===== src/rtl/dma_ch_pkg.sv =====
package dma_ch_pkg;
  localparam int CFG_AW = 8;

  localparam logic [CFG_AW-1:0] OFF_SRC_ADDR = 8'h00;
  localparam logic [CFG_AW-1:0] OFF_DST_ADDR = 8'h04;
  localparam logic [CFG_AW-1:0] OFF_SIZE     = 8'h08;
  localparam logic [CFG_AW-1:0] OFF_SRC_MODE = 8'h0C;
  localparam logic [CFG_AW-1:0] OFF_DST_MODE = 8'h10;

  localparam int STEP_LSB  = 0;
  localparam int WIDTH_LSB = 8;

  typedef enum logic [1:0] {
    STEP_INC = 2'd0,
    STEP_DEC = 2'd1,
    STEP_FIX = 2'd2
  } step_e;

  typedef enum logic [1:0] {
    ST_IDLE = 2'd0,
    ST_RD   = 2'd1,
    ST_WR   = 2'd2
  } state_e;
endpackage


===== src/rtl/dma_ch_addr_step.sv =====
module dma_ch_addr_step #(
  parameter int ADDR_W = 32,
  parameter int LEN_W  = 3
) (
  input  logic [ADDR_W-1:0] addr_i,
  input  logic [1:0]        step_i,
  input  logic [LEN_W-1:0]  width_i,
  output logic [ADDR_W-1:0] addr_o
);
  import dma_ch_pkg::*;

  logic [ADDR_W-1:0] delta;
  assign delta = ADDR_W'(width_i);

  always_comb begin
    unique case (step_i)
      STEP_INC: addr_o = addr_i + delta;
      STEP_DEC: addr_o = addr_i - delta;
      default:  addr_o = addr_i;
    endcase
  end
endmodule


===== src/rtl/dma_ch_regs.sv =====
module dma_ch_regs #(
  parameter int ADDR_W = 32,
  parameter int SIZE_W = 32,
  parameter int REG_W  = 32,
  parameter int LEN_W  = 3,
  parameter int BW_W   = 2
) (
  input  logic                           clk_i,
  input  logic                           rst_ni,
  input  logic                           cfg_we_i,
  input  logic [dma_ch_pkg::CFG_AW-1:0]  cfg_addr_i,
  input  logic [REG_W-1:0]               cfg_wdata_i,
  output logic [REG_W-1:0]               cfg_rdata_o,
  input  logic                           busy_i,
  input  logic                           beat_done_i,
  input  logic [LEN_W-1:0]               beat_len_i,
  output logic [ADDR_W-1:0]              src_addr_o,
  output logic [ADDR_W-1:0]              dst_addr_o,
  output logic [SIZE_W-1:0]              size_o,
  output logic [LEN_W-1:0]               width_o
);
  import dma_ch_pkg::*;

  localparam int NSIDE = 2;

  logic [ADDR_W-1:0] addr_q [NSIDE];
  logic [REG_W-1:0]  mode_q [NSIDE];
  logic [ADDR_W-1:0] addr_nx[NSIDE];
  logic [SIZE_W-1:0] size_q;

  assign width_o = LEN_W'(mode_q[0][WIDTH_LSB +: BW_W]) + LEN_W'(1);

  for (genvar g = 0; g < NSIDE; g++) begin : g_side
    dma_ch_addr_step #(.ADDR_W(ADDR_W), .LEN_W(LEN_W)) u_step (
      .addr_i (addr_q[g]),
      .step_i (mode_q[g][STEP_LSB +: 2]),
      .width_i(width_o),
      .addr_o (addr_nx[g])
    );
  end

  always_ff @(posedge clk_i or negedge rst_ni) begin
    if (!rst_ni) begin
      addr_q[0] <= '0;
      addr_q[1] <= '0;
      mode_q[0] <= '0;
      mode_q[1] <= '0;
      size_q    <= '0;
    end else if (busy_i) begin
      if (beat_done_i) begin
        addr_q[0] <= addr_nx[0];
        addr_q[1] <= addr_nx[1];
        size_q    <= size_q - SIZE_W'(beat_len_i);
      end
    end else if (cfg_we_i) begin
      unique case (cfg_addr_i)
        OFF_SRC_ADDR: addr_q[0] <= ADDR_W'(cfg_wdata_i);
        OFF_DST_ADDR: addr_q[1] <= ADDR_W'(cfg_wdata_i);
        OFF_SIZE:     size_q    <= SIZE_W'(cfg_wdata_i);
        OFF_SRC_MODE: mode_q[0] <= cfg_wdata_i;
        OFF_DST_MODE: mode_q[1] <= cfg_wdata_i;
        default: ;
      endcase
    end
  end

  always_comb begin
    unique case (cfg_addr_i)
      OFF_SRC_ADDR: cfg_rdata_o = REG_W'(addr_q[0]);
      OFF_DST_ADDR: cfg_rdata_o = REG_W'(addr_q[1]);
      OFF_SIZE:     cfg_rdata_o = REG_W'(size_q);
      OFF_SRC_MODE: cfg_rdata_o = mode_q[0];
      OFF_DST_MODE: cfg_rdata_o = mode_q[1];
      default:      cfg_rdata_o = '0;
    endcase
  end

  assign src_addr_o = addr_q[0];
  assign dst_addr_o = addr_q[1];
  assign size_o     = size_q;

  // count only moves on an accepted write
  p_size_hold_r6: assert property (@(posedge clk_i) disable iff (!rst_ni)
    busy_i && !beat_done_i |=> size_q == $past(size_q));
  p_size_step_r6: assert property (@(posedge clk_i) disable iff (!rst_ni)
    beat_done_i |=> size_q == $past(size_q) - SIZE_W'($past(beat_len_i)));
  // fixed codes keep the source address
  p_src_fixed_r3: assert property (@(posedge clk_i) disable iff (!rst_ni)
    busy_i && mode_q[0][STEP_LSB+1] |=> addr_q[0] == $past(addr_q[0]));
  // configuration locked while busy
  p_cfg_locked_r2: assert property (@(posedge clk_i) disable iff (!rst_ni)
    busy_i && !beat_done_i |=> addr_q[1] == $past(addr_q[1]) && mode_q[0] == $past(mode_q[0]));
endmodule


===== src/rtl/dma_ch_fsm.sv =====
module dma_ch_fsm #(
  parameter int SIZE_W = 32,
  parameter int DATA_W = 32,
  parameter int LEN_W  = 3
) (
  input  logic              clk_i,
  input  logic              rst_ni,
  input  logic              start_i,
  input  logic              abort_i,
  input  logic [SIZE_W-1:0] size_i,
  input  logic [LEN_W-1:0]  width_i,
  input  logic              gnt_i,
  input  logic [DATA_W-1:0] rdata_i,
  output logic              req_o,
  output logic              we_o,
  output logic [LEN_W-1:0]  len_o,
  output logic [DATA_W-1:0] wdata_o,
  output logic              beat_done_o,
  output logic              busy_o,
  output logic              done_o,
  output logic              abort_o
);
  import dma_ch_pkg::*;

  state_e state_q, state_d;
  logic [DATA_W-1:0] data_q;
  logic done_q, done_d, abt_q, abt_d;
  logic last_beat;

  assign len_o     = (size_i < SIZE_W'(width_i)) ? LEN_W'(size_i) : width_i;
  assign last_beat = (size_i == SIZE_W'(len_o));

  always_comb begin
    state_d = state_q;
    done_d  = 1'b0;
    abt_d   = 1'b0;
    unique case (state_q)
      ST_IDLE: begin
        if (start_i) begin
          if (size_i == '0) done_d = 1'b1;
          else              state_d = ST_RD;
        end
      end
      ST_RD: begin
        if (abort_i) begin
          state_d = ST_IDLE;
          done_d  = 1'b1;
          abt_d   = 1'b1;
        end else if (gnt_i) begin
          state_d = ST_WR;
        end
      end
      ST_WR: begin
        if (abort_i) begin
          state_d = ST_IDLE;
          done_d  = 1'b1;
          abt_d   = 1'b1;
        end else if (gnt_i) begin
          state_d = last_beat ? ST_IDLE : ST_RD;
          done_d  = last_beat;
        end
      end
      default: state_d = ST_IDLE;
    endcase
  end

  always_ff @(posedge clk_i or negedge rst_ni) begin
    if (!rst_ni) begin
      state_q <= ST_IDLE;
      data_q  <= '0;
      done_q  <= 1'b0;
      abt_q   <= 1'b0;
    end else begin
      state_q <= state_d;
      done_q  <= done_d;
      abt_q   <= abt_d;
      if (state_q == ST_RD && gnt_i && !abort_i) data_q <= rdata_i;
    end
  end

  assign busy_o      = (state_q != ST_IDLE);
  assign req_o       = busy_o;
  assign we_o        = (state_q == ST_WR);
  assign wdata_o     = data_q;
  assign beat_done_o = we_o && gnt_i && !abort_i;
  assign done_o      = done_q;
  assign abort_o     = abt_q;

  // abort event always paired with done, channel stops at once
  p_abort_pairs_done_r10: assert property (@(posedge clk_i) disable iff (!rst_ni)
    abort_o |-> done_o);
  p_abort_stops_r10: assert property (@(posedge clk_i) disable iff (!rst_ni)
    busy_o && abort_i |=> !busy_o && abort_o);
  // zero-length start completes without work
  p_zero_size_r9: assert property (@(posedge clk_i) disable iff (!rst_ni)
    !busy_o && start_i && size_i == '0 |=> done_o && !busy_o);
  // done never while busy
  p_done_idle_r7: assert property (@(posedge clk_i) disable iff (!rst_ni)
    done_o |-> !busy_o);
endmodule


===== src/rtl/dma_channel.sv =====
module dma_channel #(
  parameter int ADDR_W = 32,
  parameter int SIZE_W = 32,
  parameter int DATA_W = 32,
  parameter int REG_W  = 32
) (
  input  logic              clk_i,
  input  logic              rst_ni,
  input  logic              cfg_we_i,
  input  logic [7:0]        cfg_addr_i,
  input  logic [REG_W-1:0]  cfg_wdata_i,
  output logic [REG_W-1:0]  cfg_rdata_o,
  input  logic              start_i,
  input  logic              abort_i,
  output logic              busy_o,
  output logic              done_evt_o,
  output logic              abort_evt_o,
  output logic              mem_req_o,
  output logic              mem_we_o,
  output logic [ADDR_W-1:0] mem_addr_o,
  output logic [$clog2(DATA_W/8+1)-1:0] mem_len_o,
  output logic [DATA_W-1:0] mem_wdata_o,
  input  logic              mem_gnt_i,
  input  logic [DATA_W-1:0] mem_rdata_i
);
  localparam int BYTES = DATA_W / 8;
  localparam int LEN_W = $clog2(BYTES + 1);
  localparam int BW_W  = (BYTES > 1) ? $clog2(BYTES) : 1;

  logic [ADDR_W-1:0] src_addr, dst_addr;
  logic [SIZE_W-1:0] size;
  logic [LEN_W-1:0]  width, beat_len;
  logic              beat_done;

  dma_ch_regs #(
    .ADDR_W(ADDR_W), .SIZE_W(SIZE_W), .REG_W(REG_W), .LEN_W(LEN_W), .BW_W(BW_W)
  ) u_regs (
    .clk_i      (clk_i),
    .rst_ni     (rst_ni),
    .cfg_we_i   (cfg_we_i),
    .cfg_addr_i (cfg_addr_i),
    .cfg_wdata_i(cfg_wdata_i),
    .cfg_rdata_o(cfg_rdata_o),
    .busy_i     (busy_o),
    .beat_done_i(beat_done),
    .beat_len_i (beat_len),
    .src_addr_o (src_addr),
    .dst_addr_o (dst_addr),
    .size_o     (size),
    .width_o    (width)
  );

  dma_ch_fsm #(.SIZE_W(SIZE_W), .DATA_W(DATA_W), .LEN_W(LEN_W)) u_fsm (
    .clk_i      (clk_i),
    .rst_ni     (rst_ni),
    .start_i    (start_i),
    .abort_i    (abort_i),
    .size_i     (size),
    .width_i    (width),
    .gnt_i      (mem_gnt_i),
    .rdata_i    (mem_rdata_i),
    .req_o      (mem_req_o),
    .we_o       (mem_we_o),
    .len_o      (beat_len),
    .wdata_o    (mem_wdata_o),
    .beat_done_o(beat_done),
    .busy_o     (busy_o),
    .done_o     (done_evt_o),
    .abort_o    (abort_evt_o)
  );

  assign mem_addr_o = mem_we_o ? dst_addr : src_addr;
  assign mem_len_o  = beat_len;

  // pending request holds
  p_req_held_r11: assert property (@(posedge clk_i) disable iff (!rst_ni)
    mem_req_o && !mem_gnt_i && !abort_i |=> mem_req_o && $stable(mem_addr_o) && $stable(mem_we_o));
  // beat length within 1..width
  p_len_range_r5: assert property (@(posedge clk_i) disable iff (!rst_ni)
    mem_req_o |-> mem_len_o != '0 && mem_len_o <= width);
endmodule


===== config.mk =====
export PLATFORM = sky130hd
export DESIGN_NAME = dma_channel
export DESIGN_NICKNAME = d
export VERILOG_FILES = /design/src/rtl/dma_ch_pkg.sv /design/src/rtl/dma_ch_addr_step.sv /design/src/rtl/dma_ch_regs.sv /design/src/rtl/dma_ch_fsm.sv /design/src/rtl/dma_channel.sv
export SDC_FILE = /design/constraint.sdc
export NUM_CORES = 1
export LEC_CHECK = 0
export BUFFER_PORTS_ARGS = -buffer_cell sky130_fd_sc_hd__buf_2
export CORE_MARGIN = 2
export CORE_UTILIZATION = 40
export CTS_CLUSTER_DIAMETER = 80
export CTS_CLUSTER_SIZE = 12
export DETAILED_ROUTE_END_ITERATION = 6
export SYNTH_ARGS = -nofsm -noshare
export SYNTH_HDL_FRONTEND = slang
export SYNTH_SLANG_ARGS = --single-unit

===== constraint.sdc =====
create_clock -name clk_i -period 11 [get_ports clk_i]
set_clock_uncertainty 0.2 [all_clocks]
set_input_delay 0.55 -clock clk_i [delete_from_list [all_inputs] [get_ports clk_i]]
set_output_delay 0.55 -clock clk_i [all_outputs]
set_load 0.02 [all_outputs]

==> qor.txt <==
Die extent in y: 186.4 um
Crit path required time: 11.14 ns
Source of the worst register-to-register timing path: u_regs.size_o[15]$_DFFE_PN0P_
Final Hold Fails: 0
Accumulated negative setup slack: 0 ns
Number of filler cells placed in the layout: 3137
Clk buf depth: 2
CP Capture Type: register
Synth Area in XOR/XNOR: 0.03489
Overflow after GRT: 0
Maximum vdd drop: 0.1295 mV
Via density per instance: 6.019
Register-to-Register Path Depth: 16
Reg2Reg Setup Slack: 5.96 ns
Yosys reg bits: 196
Sequential fraction of the synthesis area: 0.3687
H-tree depth: 4
DRC violation count after routing: 0
First-pass GRT wire length: 68100 um
Hold WS: 0.1199 ns
Post-CTS Hold Fix Bufs: 1
Net count after synthesis: 1551
Crit. Startpoint: u_regs.size_o[15]$_DFFE_PN0P_
Combinational family with the most area after synthesis: compound AO/OA/AOI/OAI gates
Area of the die: 0.03474 mm^2
Adder and majority gate portion of the synthesized area: 0.07223
Total leakage power: 7.209 nW
Power per Cell Area: 234.1 mW/mm^2
Number of input and output port buffers inserted: 181
Iter 0 DRT Violations: 1321
Classification of the worst-slack hold path: input pin to register
Synthesized instance count: 1398
Slew at the pin with the worst max-slew slack: 1.120 ns
Main synth FF type: dfrtp_1
Post-DP Area: 0.01465 mm^2
Ant. Diodes: 0
Initial antenna violation count: 0
Total power draw: 3.578 mW
Hold Startpoint: mem_rdata_i[7]
Synthesized-area fraction occupied by and/or/nand/nor cells: 0.1161
Clock buffers created by TritonCTS: 17
Fin crit period: 5.039 ns
Post-synthesis to final-layout area growth: 14.88%
Number of routed nets with antenna violations: 0
Site row count: 66
Final design instance area without fill: 0.01528 mm^2
Detailed Route WL: 43600 um
Multi-input gate area: 0.007989 mm^2
Clock sink total: 196
Detailed-routing iteration count for the pre-antenna-repair pass: 7
Clock tree from TritonCTS: yes
Destination of the worst register-to-register timing path: u_regs.size_o[25]$_DFFE_PN0P_
Width of the chip: 186.4 um
Floorplan core area: 0.03262 mm^2
Number of buffers inserted by post-CTS setup repair: 0
Arrival time reported for the critical path endpoint: 5.18 ns
Global placement routability congestion: 0.9334
Clock Tree Root: clkbuf_16
Yosys warns: 0
Number of global-route vias before repair: 11585
Pin count of the biggest net entering global routing: 78
Share of layout cells above drive strength 1: 0.2513
Distinct cell type count after synthesis: 73
Setup CP Type: register to register
Run status: finished clean
Starting density of the core: 0.4079
Clock-pin slew of the registers on the worst-case setup and hold paths: 0.08 ns
Final Setup Violations: 0
Async set-reset flop share out of synthesis: 1.000
Worst slew margin relative to its limit: 0.2531
# Max-Cap Violations: 0
Final cycle utilization of the critical path: 0.4581
CP Max Fanout: 9
Fmax: 198.5 MHz
CP endpoint: u_regs.size_o[25]$_DFFE_PN0P_
Later-pin clock latency in the skew report: 0.46 ns
Synthesized area per cell: 9.516 um^2
Synth Area in Compound Gates: 0.2393
Quantity of gates resized following cts: 0
Overall via count from detail_route: 12026
Post-synthesis cell area: 0.01330 mm^2
Unrepaired setup endpoints after global routing: no
I/O pins: 182
Register Area: 0.004905 mm^2
Detailed placement HPWL: 31110 um
Post-DR wirelength/cell: 21.82 um
Final count of pins violating max slew: 0
Global routing usage summed across all routing layers: 0.2487
Net total in the final layout: 1696
Post-synth EDFFs: 0
Worst setup SP type: register
Mux share of post-synthesis cell area: 0.1361
## how the worst min path moves through the flow
stage                                               end  slack [ns]  cells past startpoint
after floorplan                 u_fsm.abort_o$_DFF_PN0_        0.05                      0
after global placement    u_fsm.wdata_o[27]$_DFFE_PN0P_        0.28                      1
after detailed placement  u_fsm.wdata_o[14]$_DFFE_PN0P_        0.29                      1
after CTS                 u_fsm.wdata_o[17]$_DFFE_PN0P_        0.10                      2
after global routing       u_fsm.wdata_o[9]$_DFFE_PN0P_        0.11                      2
final                      u_fsm.wdata_o[7]$_DFFE_PN0P_        0.12                      2
## area by class of cell
cell class                 count  area share
multi-input combinational   1089      0.5227
sequential                   196      0.3209
inverter                      36    0.008842
clock inverter                15     0.01269
timing repair buffer         203     0.07081
tap                          442     0.03619
clock buffer                  17     0.02783
## placed cells by master (no fill, tap or decap), types with 15 or more instances in the layout
cell,n
nor2_1,83
a222oi_1,32
buf_4,21
clkbuf_16,17
dfrtp_1,196
xor2_1,23
buf_2,180
ha_1,70
mux2i_1,38
xnor2_1,30
nand2_1,110
o21ai_0,122
o21a_1,40
a21oi_1,92
o211ai_1,33
mux2_2,127
or3_1,16
a21o_1,32
inv_1,35
nor3_1,20
a22o_1,15
## metrics by stage
stage | utilization | instances | setup WS (ns)
floorplan | - | 1398 | 6.640
global placement | 0.4493 | 1965 | 6.157
detailed placement | 0.4493 | 1965 | 6.060
CTS | 0.4685 | 1998 | 6.048
global route | 0.4685 | 1998 | 5.749
finish | 0.4685 | 1998 | 5.961
## worst max-delay path, cell delays in order (launching register included)
cell     delay [ns]
dfrtp_1        0.43
or3_4          0.42
or4_4          0.45
or2_4          0.28
nor4_2         0.20
and3_2         0.27
nand2_2        0.10
a21oi_1        0.22
ha_1           0.27
nor2b_1        0.13
o21ai_0        0.26
and2_1         0.22
nand2_1        0.31
or3_1          0.68
nor2_2         0.16
o21ai_1        0.07
a22o_1         0.25
## cells in the mapped netlist, types with 33 or more instances
cell / instances / area (um^2)
o21a_1: 40 / 300.3
o211ai_1: 33 / 247.7
o21ai_0: 122 / 610.6
ha_1: 72 / 900.9
dfrtp_1: 196 / 4905
clkbuf_1: 64 / 240.2
mux2_2: 127 / 1430
a21oi_1: 92 / 460.4
nand2_1: 110 / 412.9
mux2i_1: 38 / 380.4
inv_1: 35 / 131.4
nor2_1: 83 / 311.6
## sequential cells by signal (all words and copies together) (netlist names)
name               count
u_fsm.done_o           1
u_fsm.wdata_o         32
u_regs.dst_addr_o     32
u_fsm.abort_o          1
u_fsm.state_q          2
u_regs.mode_q         64
u_regs.size_o         32
u_regs.src_addr_o     32
## where the power goes
| group | leakage (nW) | total, mW | internal, mW | switching [mW] |
|---|---|---|---|---|
| Combinational | 4.38 | 1.68 | 0.658 | 1.02 |
| Sequential | 2.52 | 1.23 | 0.954 | 0.271 |
| Clock | 0.305 | 0.671 | 0.347 | 0.324 |
| Total | 7.21 | 3.58 | 1.96 | 1.62 |
## per-layer routing
layer / track usage / wire [um]
met5: 0 / 0
met2: 0.4044 / 20300
met3: 0.03442 / 2519
met4: 0.07754 / 1008
met1: 0.3436 / 19770
## kinds of logic (layout without fill, tap and decap cells)
group / count (synthesis) / count (layout)
multiplexers: 165 / 165
AND/OR/NAND/NOR: 323 / 323
buffers and inverters: 113 / 271
AO/OA/AOI/OAI: 473 / 473
XOR/XNOR: 53 / 53
flip-flops: 196 / 196
adder cells (fa/ha/maj): 75 / 75
No activity file was read; power rests on OpenSTA's default activity.
